===== src/rtl/fpd_ser_pkg.sv =====
// Shared constants and the pixel word type for the flat-panel serializer.
// Assumes a fixed slot map of 4 data lanes by 7 bits per lane.
package fpd_ser_pkg;
    localparam int LANE_BITS  = 7;
    localparam int DATA_LANES = 4;
    localparam logic [LANE_BITS-1:0] CLK_PATTERN_DEF = 7'b1100011;

    typedef struct packed {
        logic       ctrl;
        logic       de;
        logic       vsync;
        logic       hsync;
        logic [7:0] blu;
        logic [7:0] grn;
        logic [7:0] red;
    } pixel_t;

    typedef logic [LANE_BITS-1:0] lane_word_t;
endpackage


===== src/rtl/fpd_slot_counter.sv =====
// Counts bit slots within one pixel period, wrapping after SLOTS bits.
// Assumes bit_en marks each serial bit time; synchronous active-low reset.
module fpd_slot_counter #(
    parameter int SLOTS = 7,
    localparam int SW = $clog2(SLOTS)
) (
    input  logic          clk,
    input  logic          rst_n,
    input  logic          bit_en,
    output logic [SW-1:0] slot,
    output logic          last_slot
);
    localparam logic [SW-1:0] LAST = SW'(SLOTS - 1);

    assign last_slot = (slot == LAST);

    // Advance the slot index once per bit time and wrap at the period end.
    always_ff @(posedge clk) begin
        if (!rst_n) begin
            slot <= '0;
        end else if (bit_en) begin
            slot <= last_slot ? '0 : slot + SW'(1);
        end
    end
endmodule


===== src/rtl/fpd_lane_mapper.sv =====
// Spreads one pixel word over the data lanes in the fixed slot map.
// Bit LANE_BITS-1 of each lane word is the first bit transmitted.
module fpd_lane_mapper
    import fpd_ser_pkg::*;
(
    input  pixel_t     pix,
    output lane_word_t lane_word [DATA_LANES]
);
    // Place each pixel field in its lane and slot.
    always_comb begin
        lane_word[0] = {pix.grn[0], pix.red[5], pix.red[4], pix.red[3],
                        pix.red[2], pix.red[1], pix.red[0]};
        lane_word[1] = {pix.blu[1], pix.blu[0], pix.grn[5], pix.grn[4],
                        pix.grn[3], pix.grn[2], pix.grn[1]};
        lane_word[2] = {pix.de, pix.vsync, pix.hsync, pix.blu[5],
                        pix.blu[4], pix.blu[3], pix.blu[2]};
        lane_word[3] = {pix.ctrl, pix.blu[7], pix.blu[6], pix.grn[7],
                        pix.grn[6], pix.red[7], pix.red[6]};
    end
endmodule


===== src/rtl/fpd_lane_shifter.sv =====
// Holds one lane word and sends it MSB first, one bit per bit time.
// Loads a new word on the bit time that sends the period's last bit.
module fpd_lane_shifter #(
    parameter int WIDTH = 7
) (
    input  logic             clk,
    input  logic             rst_n,
    input  logic             bit_en,
    input  logic             load,
    input  logic [WIDTH-1:0] word,
    output logic             ser
);
    logic [WIDTH-1:0] shreg;

    assign ser = shreg[WIDTH-1];

    // Reload at the period boundary, otherwise shift toward the MSB.
    always_ff @(posedge clk) begin
        if (!rst_n) begin
            shreg <= '0;
        end else if (bit_en) begin
            shreg <= load ? word : {shreg[WIDTH-2:0], 1'b0};
        end
    end
endmodule


===== src/rtl/fpd_clk_lane_gen.sv =====
// Selects the framing-pattern bit for the current slot, MSB at slot 0.
// Assumes slot never exceeds SLOTS-1.
module fpd_clk_lane_gen #(
    parameter int SLOTS = 7,
    parameter logic [SLOTS-1:0] PATTERN = 7'b1100011,
    localparam int SW = $clog2(SLOTS)
) (
    input  logic [SW-1:0] slot,
    output logic          bit_out
);
    logic [SW-1:0] idx;

    // Map slot 0 to the pattern MSB.
    always_comb begin
        idx     = SW'(SLOTS - 1) - slot;
        bit_out = PATTERN[idx];
    end
endmodule


===== src/rtl/fpd_serializer.sv =====
// Seven-to-one flat-panel serializer: captures a 28-signal pixel word once
// per pixel period and sends it on four data lanes plus a framing lane.
// Assumes bit_en marks serial bit times of an external 7x clock.
module fpd_serializer
    import fpd_ser_pkg::*;
#(
    parameter logic [LANE_BITS-1:0] CLK_PATTERN = CLK_PATTERN_DEF
) (
    input  logic                  clk,
    input  logic                  rst_n,
    input  logic                  bit_en,
    input  logic [7:0]            red,
    input  logic [7:0]            green,
    input  logic [7:0]            blue,
    input  logic                  hsync,
    input  logic                  vsync,
    input  logic                  de,
    input  logic                  ctrl,
    output logic [DATA_LANES-1:0] data_lane,
    output logic                  clk_lane
);
    localparam int SW = $clog2(LANE_BITS);

    pixel_t        pix;
    lane_word_t    lane_word [DATA_LANES];
    logic [SW-1:0] slot;
    logic          last_slot;

    // Gather the parallel inputs into one pixel word.
    always_comb begin
        pix = '{ctrl: ctrl, de: de, vsync: vsync, hsync: hsync,
                blu: blue, grn: green, red: red};
    end

    fpd_slot_counter #(.SLOTS(LANE_BITS)) slot_i (
        .clk       (clk),
        .rst_n     (rst_n),
        .bit_en    (bit_en),
        .slot      (slot),
        .last_slot (last_slot)
    );

    fpd_lane_mapper map_i (
        .pix       (pix),
        .lane_word (lane_word)
    );

    for (genvar ln = 0; ln < DATA_LANES; ln++) begin : g_lane
        fpd_lane_shifter #(.WIDTH(LANE_BITS)) shf_i (
            .clk    (clk),
            .rst_n  (rst_n),
            .bit_en (bit_en),
            .load   (last_slot),
            .word   (lane_word[ln]),
            .ser    (data_lane[ln])
        );
    end

    fpd_clk_lane_gen #(.SLOTS(LANE_BITS), .PATTERN(CLK_PATTERN)) clkgen_i (
        .slot    (slot),
        .bit_out (clk_lane)
    );
endmodule


===== config.mk =====
export PLATFORM = sky130hd
export DESIGN_NAME = fpd_serializer
export DESIGN_NICKNAME = d
export VERILOG_FILES = /design/src/rtl/fpd_ser_pkg.sv /design/src/rtl/fpd_slot_counter.sv /design/src/rtl/fpd_lane_mapper.sv /design/src/rtl/fpd_lane_shifter.sv /design/src/rtl/fpd_clk_lane_gen.sv /design/src/rtl/fpd_serializer.sv
export SDC_FILE = /design/constraint.sdc
export NUM_CORES = 1
export LEC_CHECK = 0
export CAP_MARGIN = 20
export CORE_ASPECT_RATIO = 1.5
export CORE_MARGIN = 3
export CORE_UTILIZATION = 40
export DETAILED_ROUTE_END_ITERATION = 10
export PLACE_DENSITY = 0.67
export SLEW_MARGIN = 10
export SYNTH_ARGS = -nofsm -noshare
export SYNTH_HDL_FRONTEND = slang
export SYNTH_SLANG_ARGS = --single-unit

===== constraint.sdc =====
create_clock -name clk -period 3.84 [get_ports clk]
set_clock_uncertainty 0.1 [all_clocks]
set_input_delay 0.576 -clock clk [delete_from_list [all_inputs] [get_ports clk]]
set_output_delay 0.576 -clock clk [all_outputs]
set_load 0.02 [all_outputs]

; Word level (Yosys, flattened, before mapping)
; Memories as Yosys holds them, arrays and structs flattened.
; Cells that the tools add are included.
[word_totals]
mem_count = 1
inputBits = 31
wordCells = 16
rom_bits = 8
ff_bits = 31
[memory_table]
columns = memory, words, width, rd, rd_ports_with_merged_regs, wr, line
row1 = (name not given), 8, 1, 1, 0, 0, fpd_clk_lane_gen.sv:16  ; bit_out = PATTERN[idx];
[classes]
addsub = 2
eq_ne = 1
n_mux = 6
n_lt_le_gt_ge = 1
[ops]
columns = op, n
row1 = $mux 7, 4
row2 = $lt 3x4->1 const B, 1
row3 = $add 3x1->3 const B, 1
row4 = $eq 3x3->1 const B, 1
row5 = $mux 3, 1
row6 = $sub 3x3->3 const A, 1
row7 = $mux 1, 1

; Depth between registers and ports, before layout
; Gate-level depths: netlist (run 1).
[depth]
depth_word = 3
ltp_mapped = 7
depth_no_buf = 5

; Modules after synthesis
; A second synthesis (run 1) with hierarchy kept.
[hier_totals]
cells_unflattened = 168
hier_area_um2 = 1592.8
[modules_own_cells]
columns = mod, n_inst, area_per_inst_um2, cells_per_inst
row1 = fpd_lane_shifter, 4, 301.5, 30
row2 = fpd_lane_mapper, 1, 210.2, 28
row3 = fpd_slot_counter, 1, 128.9, 15
row4 = fpd_clk_lane_gen, 1, 47.5, 5

; Least setup slack after synthesis (run 1)
; OpenSTA, ideal clock, no wires.
[synth_timing]
path_type = register to output
start = register slot_i.slot[0]
end = output port clk_lane
path_stages_with_launch = 4
t_arrival_ns = 1.160
required_ns = 3.164
path_slack_ns = 2.004
n_path_buf = 0
cell_sequence = dfxtp_1 > ha_1 > xnor2_1 > mux2i_1
[synth_via]
elab_chain_len = 3
[synth_rtl]
columns = element, line
row1 = "start, declared", fpd_slot_counter.sv:10  ; output logic [SW-1:0] slot,
row2 = "start signal, assigned", fpd_slot_counter.sv:22  ; slot <= last_slot ? '0 : slot + SW'(1);
row3 = $sub 3x3->3, fpd_clk_lane_gen.sv:15  ; idx = SW'(SLOTS - 1) - slot;
row4 = $mem_v2 8x1, --
row5 = $mux 1 (implied by the code), fpd_clk_lane_gen.sv:16
row6 = "end, declared", fpd_serializer.sv:20  ; output logic clk_lane
; No other way between the ends. The select of a mux whose other input is x is not followed.

; Worst setup path after layout (run 1)
; Same ends and word-level chain as after synthesis.

==> results of run 1 <==
Yosys cell counts, types with 2 or more instances:
master / count
nand2_1: 50
dfxtp_1: 31
o21ai_0: 26
a31oi_1: 24
buf_2: 6
clkbuf_1: 6
nand3_1: 5
a21boi_0: 4
buf_4: 4
nand2b_1: 4
buf_6: 3
ha_1: 3
inv_1: 3
mux2i_1: 3
a21oi_1: 2
worst max-delay path, stage by stage (launching register included):
cell and delay [ps]:
dfxtp_1 400, ha_1 230, xnor2_1 150, mux2i_1 200, clkdlybuf4s50_1 620
metrics by stage:
step,instances,worst slack [ps]
floorplan,178,2000
global placement,234,1620
detailed placement,234,1560
CTS,240,1260
global route,240,1150
finish,240,1290
cell usage in the layout, fill, tap and decap left out, types with 4 or more instances in the layout:
cell             instances
a21boi_0                 4
nand2_1                 50
nand2b_1                 4
clkbuf_8                 5
nand3_1                  5
clkdlybuf4s50_1         34
a31oi_1                 24
dfxtp_1                 31
o21ai_0                 26
power breakdown:
part           switching [uW]  internal [uW]
Sequential               9.21            339
Combinational            38.3           50.2
Clock                     103            120
cell type report:
| cell class | count | area, sq um |
|---|---|---|
| clock buffer | 6 | 72.6 |
| sequential | 31 | 621 |
| tap | 40 | 50.0 |
| inverter | 3 | 11.3 |
| multi-input combinational | 125 | 653 |
| fill | 327 | 1500 |
| timing repair buffer | 35 | 345 |
kinds of logic after synthesis:
logic type      Yosys count
simple gates             62
fa+ha+maj                 3
flops                    31
buf+inv                  22
xor+xnor                  1
mux                       3
compound gates           56
registers in the layout, indices dropped and copies added, names as in the netlist:
name and flops:
slot_i.slot 3, g_lane.shf_i.shreg 28
routing by layer:
metal  share of wire, %  wire, um
met1                 41      1180
met4                1.5        42
met2                 52      1480
met5                  0         0
met3                6.2       178
worst paths after layout:
path	to	slack, ps	from
worst min register to register	g_lane[0].shf_i.shreg[6]	370	g_lane[0].shf_i.shreg[5]
worst min-delay path	g_lane[0].shf_i.shreg[6]	370	g_lane[0].shf_i.shreg[5]
worst max-delay path	clk_lane	1290	slot_i.slot[0]
worst max register to register	g_lane[2].shf_i.shreg[0]	1830	slot_i.slot[0]
==> results.py, run 1 <==
metrics = {
    "finish": {
        "finish.utilization_pct": 53.9,
        "syn_to_final_growth_pct": 25.1,
        "post-route-cell-area_sq_um": 1750,
        "drive_gt1_share_pct": 3.00,
        "design.final.nets": 235,
        "diodes": 0,
    },
    "power_and_ir_drop": {
        "peakVddDrop_v": 0.000237,
        "power.leakage_uw": 0.000603,
        "totalPowerFinal_uw": 661,
        "cell_area_power_density_nw_per_um2": 377,
    },
    "routing": {
        "wl_um": 2880,
        "route.vias.total": 1273,
        "drt-wirelength-per-cell_um": 12.0,
        "firstDrtPassIters": 5,
        "viasPerCell": 5.30,
        "drcViolationCount": 0,
        "detail_route.iter0.violations": 50,
        "antenna_violating_nets_post_route": 0,
    },
    "global_routing": {
        "first_global_vias": 1189,
        "grt-busiest-layer": "met2",
        "met3_usage_pct": 5.31,
        "grt_use_total_pct": 15.7,
        "globalRouteOverflowTotal": 0,
        "grt_max_degree": 62,
        "initial_antenna_violation_count": 0,
        "gr-usage-met1_pct": 18.9,
        "grt_pass1_wl_um": 5030,
        "use_met2_pct": 24.8,
    },
    "sta": {
        "transition_time_at_the_pin_with_the_least_slew_margin_ps": 950,
        "hold-worst-slack_ps": 368,
        "slew-limit-headroom_pct": 36.7,
        "finalHoldViolCount": 0,
        "timing.final.crit_period_ps": 2550,
        "timing.final.crit_share_pct": 66.5,
        "fmax_mhz": 391,
        "timing.final.max_slew_violations": 0,
        "setup-tns-final_ps": 0,
        "setup_violations": 0,
        "grt_setup_unrepaired": "no",
    },
    "logic_synthesis": {
        "postSynthAreaPerCell_sq_um": 7.87,
        "synthSimpleGateAreaFrac_pct": 18.3,
        "synth_edf_count": 0,
        "asyncSetResetFlopFracSynth_pct": 0,
        "ys_top_cells_by_area": "dfxtp_1 44%, nand2_1 13%, a31oi_1 11%, o21ai_0 9.3%, ha_1 2.7%",
        "multiplexer_fraction_of_the_synthesized_cell_area_pct": 2.14,
        "synth_fp_nets": 212,
        "yosysUniqueCellTypes": 19,
        "yosys.area.top_type_share_pct": 44.3,
        "synth_ff_type": "dfxtp_1",
        "synthesized_instance_count": 178,
        "synth_area_leader_cell": "dfxtp_1",
        "synth_xor_xnor_area_share_pct": 0.625,
        "ys.warnings.count": 0,
        "synth-seq-cells": 31,
        "synth.yosys.seq_area_share_pct": 44.3,
        "synth_area_sq_um": 1400,
        "synth_compound_gate_area_share_pct": 22.9,
        "synth_adder_area_share_pct": 2.68,
        "synth_top_family_by_area": "compound AO/OA/AOI/OAI gates",
    },
    "setup_path": {
        "critical_path_arrival_ps": 1880,
        "crit_path_start_kind": "flip-flop",
        "worstPathRequired_ps": 3160,
        "critical_path_class": "reg -> out",
        "worst_setup_path_end_kind": "primary output",
        "timing.critical_path.fanout_max": 5,
        "reg2reg_depth": 5,
    },
    "placed_design": {
        "dpl_cell_area_sq_um": 1680,
        "io_buffer_count": 35,
        "post-dp-hpwl_um": 1930,
        "routabilityCongestion": 0.691,
    },
    "status": {
        "run_status": "completed",
    },
    "clock_tree": {
        "cts-root-to-sink-buffers": 2,
        "cts_repair_resize_count": 0,
        "clock_root_cell": "clkbuf_8",
        "cts_post_setup_buffers_inserted": 0,
        "total_of_hold_buffers_inserted_after_clock_tree_synthesis": 0,
        "cts_made_buffers": 5,
        "clock_insertion_delay_worst_skew_ps": 270,
        "clkSlewWorstSetupHoldPaths_ps": 60,
        "clkSinkCount": 31,
        "cts-htree-levels": 2,
        "cts_tree": "yes",
    },
    "job": {
        "cap_violations": 0,
    },
    "die": {
        "fp.dieH_um": 78.5,
        "floorplan.core_area_sq_um": 3250,
        "top_level_ports": 36,
        "dieArea_sq_um": 4260,
        "initial_core_util_pct": 43.1,
        "fp.dieW_um": 54.3,
        "std_cell_rows": 25,
    },
    "hold_path": {
        "timing.hold.worst_path_depth": 2,
        "hold_path.class": "reg -> reg",
    },
}
No activity file was read; power rests on OpenSTA's default activity.
==> run 2, diff against run 1 <==
==> constraint.sdc (replaced) <==
create_clock -name clk -period 2.6 [get_ports clk]
set_clock_uncertainty 0.1 [all_clocks]
set_input_delay 0.39 -clock clk [delete_from_list [all_inputs] [get_ports clk]]
set_output_delay 0.39 -clock clk [all_outputs]
set_load 0.02 [all_outputs]
==> run 2 against run 1 <==
Effect of this change: combinational power grew 52%; worst setup slack lost 1100 ps; critical endpoint unchanged; die area is the same.
==> results.py, run 2 (synthesis results as in run 1) <==
metrics = {
    "clock_tree": {
        "cts_repair_resize_count": 0,
        "cts-root-to-sink-buffers": 2,
        "total_of_hold_buffers_inserted_after_clock_tree_synthesis": 0,
        "cts_tree": "yes",
        "clock_root_cell": "clkbuf_8",
        "cts_post_setup_buffers_inserted": 0,
        "clock_insertion_delay_worst_skew_ps": 280,
        "cts-htree-levels": 2,
        "clkSlewWorstSetupHoldPaths_ps": 60,
        "cts_made_buffers": 5,
        "clkSinkCount": 31,
    },
    "setup_path": {
        "critical_path.reg2reg.endpoint": "g_lane[3].shf_i.shreg[0]",
        "r2r_slack_ps": 800,
        "crit_start": "slot_i.slot[0]",
        "critPathCapture": "clk_lane",
        "worstPathRequired_ps": 2110,
        "critical_path_class": "reg -> out",
        "reg2reg_depth": 6,
        "worst_r2r_startpoint": "slot_i.slot[0]",
        "critical_path_arrival_ps": 1910,
        "crit_path_start_kind": "flip-flop",
        "worst_setup_path_end_kind": "primary output",
        "timing.critical_path.fanout_max": 5,
    },
    "die": {
        "top_level_ports": 36,
        "floorplan.core_area_sq_um": 3250,
        "fp.dieW_um": 54.3,
        "initial_core_util_pct": 43.1,
        "fp.dieH_um": 78.5,
        "dieArea_sq_um": 4260,
        "std_cell_rows": 25,
    },
    "sta": {
        "timing.final.max_slew_violations": 0,
        "transition_time_at_the_pin_with_the_least_slew_margin_ps": 485,
        "slew-limit-headroom_pct": 67.7,
        "timing.final.crit_share_pct": 92.4,
        "setup_violations": 0,
        "finalHoldViolCount": 0,
        "setup-tns-final_ps": 0,
        "post-route-worst-setup-slack_ps": 198,
        "timing.final.crit_period_ps": 2400,
        "grt_setup_unrepaired": "no",
        "fmax_mhz": 416,
    },
    "power_and_ir_drop": {
        "peakVddDrop_v": 0.000396,
        "power.leakage_uw": 0.000627,
        "cell_area_power_density_nw_per_um2": 561,
        "totalPowerFinal_uw": 1010,
    },
    "routing": {
        "firstDrtPassIters": 4,
        "route.vias.total": 1286,
        "wl_um": 3050,
        "drcViolationCount": 0,
        "antenna_violating_nets_post_route": 0,
        "drt-wirelength-per-cell_um": 12.4,
        "detail_route.iter0.violations": 32,
        "viasPerCell": 5.23,
    },
    "finish": {
        "finish.utilization_pct": 55.1,
        "top_register_by_number_of_flip_flops": "g_lane.shf_i.shreg",
        "biggestRegsByFlops": "g_lane.shf_i.shreg x28, slot_i.slot x3",
        "design.final.nets": 239,
        "final_cell_mix": "50 x nand2_1, 34 x clkdlybuf4s50_1, 31 x dfxtp_1",
        "diodes": 0,
        "syn_to_final_growth_pct": 27.9,
        "mostFrequentLayoutCell": "nand2_1",
        "drive_gt1_share_pct": 5.34,
        "largest_reg_flops": 28,
    },
    "global_routing": {
        "grt_max_degree": 62,
        "first_global_vias": 1161,
        "globalRouteOverflowTotal": 0,
        "grt_use_total_pct": 16.1,
        "initial_antenna_violation_count": 0,
        "grt_pass1_wl_um": 5000,
    },
    "hold_path": {
        "hold_path.class": "reg -> reg",
        "timing.hold.worst_path_depth": 2,
    },
    "placed_design": {
        "post-dp-hpwl_um": 2030,
        "place_worst_setup_slack_ps": 505,
        "routabilityCongestion": 0.689,
        "io_buffer_count": 35,
    },
    "status": {
        "run_status": "completed",
    },
    "job": {
        "cap_violations": 0,
    },
}
==> run 2: cell type report <==
type,instances,area [sq um]
multi-input combinational,125,653
clock inverter,1,5.00
inverter,3,11.3
fill,320,1460
timing repair buffer,39,375
clock buffer,7,76.3
tap,40,50.0
sequential,31,621
==> run 2: where the power goes <==
| part | leakage [uW] | switching [uW] | internal [uW] |
|---|---|---|---|
| sequential | 0.000255 | 13.2 | 501 |
| combinational | 0.000329 | 57.9 | 75.9 |
| clock | 0.0000422 | 170 | 187 |
| total | 0.000627 | 241 | 764 |
==> run 2: stage by stage <==
stage               cells  cell area (sq um)  hold WS [ps]
floorplan             178               1400           344
global placement      238               1710           351
detailed placement    238               1710           363
CTS                   246               1790           367
global route          246               1790           383
finish                246               1790           363
==> run 2: worst min-delay path by stage <==
stage | start | end | slack (ps)
2_1_floorplan | g_lane[3].shf_i.shreg[1] | g_lane[3].shf_i.shreg[2] | 340
3_3_place_gp | g_lane[1].shf_i.shreg[3] | g_lane[1].shf_i.shreg[4] | 350
3_5_place_dp | g_lane[0].shf_i.shreg[1] | g_lane[0].shf_i.shreg[2] | 360
4_1_cts | g_lane[3].shf_i.shreg[5] | g_lane[3].shf_i.shreg[6] | 370
5_1_grt | g_lane[3].shf_i.shreg[5] | g_lane[3].shf_i.shreg[6] | 380
6_report | g_lane[0].shf_i.shreg[3] | g_lane[0].shf_i.shreg[4] | 360
==> run 2: per-layer routing <==
| layer | track usage, % | vias up | share of wire (%) |
|---|---|---|---|
| met1 | 17.0 | 589 | 41 |
| li1 | - | 660 | - |
| met5 | 0 | - | 0 |
| met4 | 7.48 | 0 | 1.4 |
| met2 | 27.2 | 33 | 52 |
| met3 | 5.69 | 4 | 5.5 |
==> run 2: worst max-delay path, stage by stage (launching register included) <==
cell             delay (ps)
dfxtp_1                 400
ha_1                    240
xnor2_1                 150
mux2i_1                 220
clkdlybuf4s50_1         630
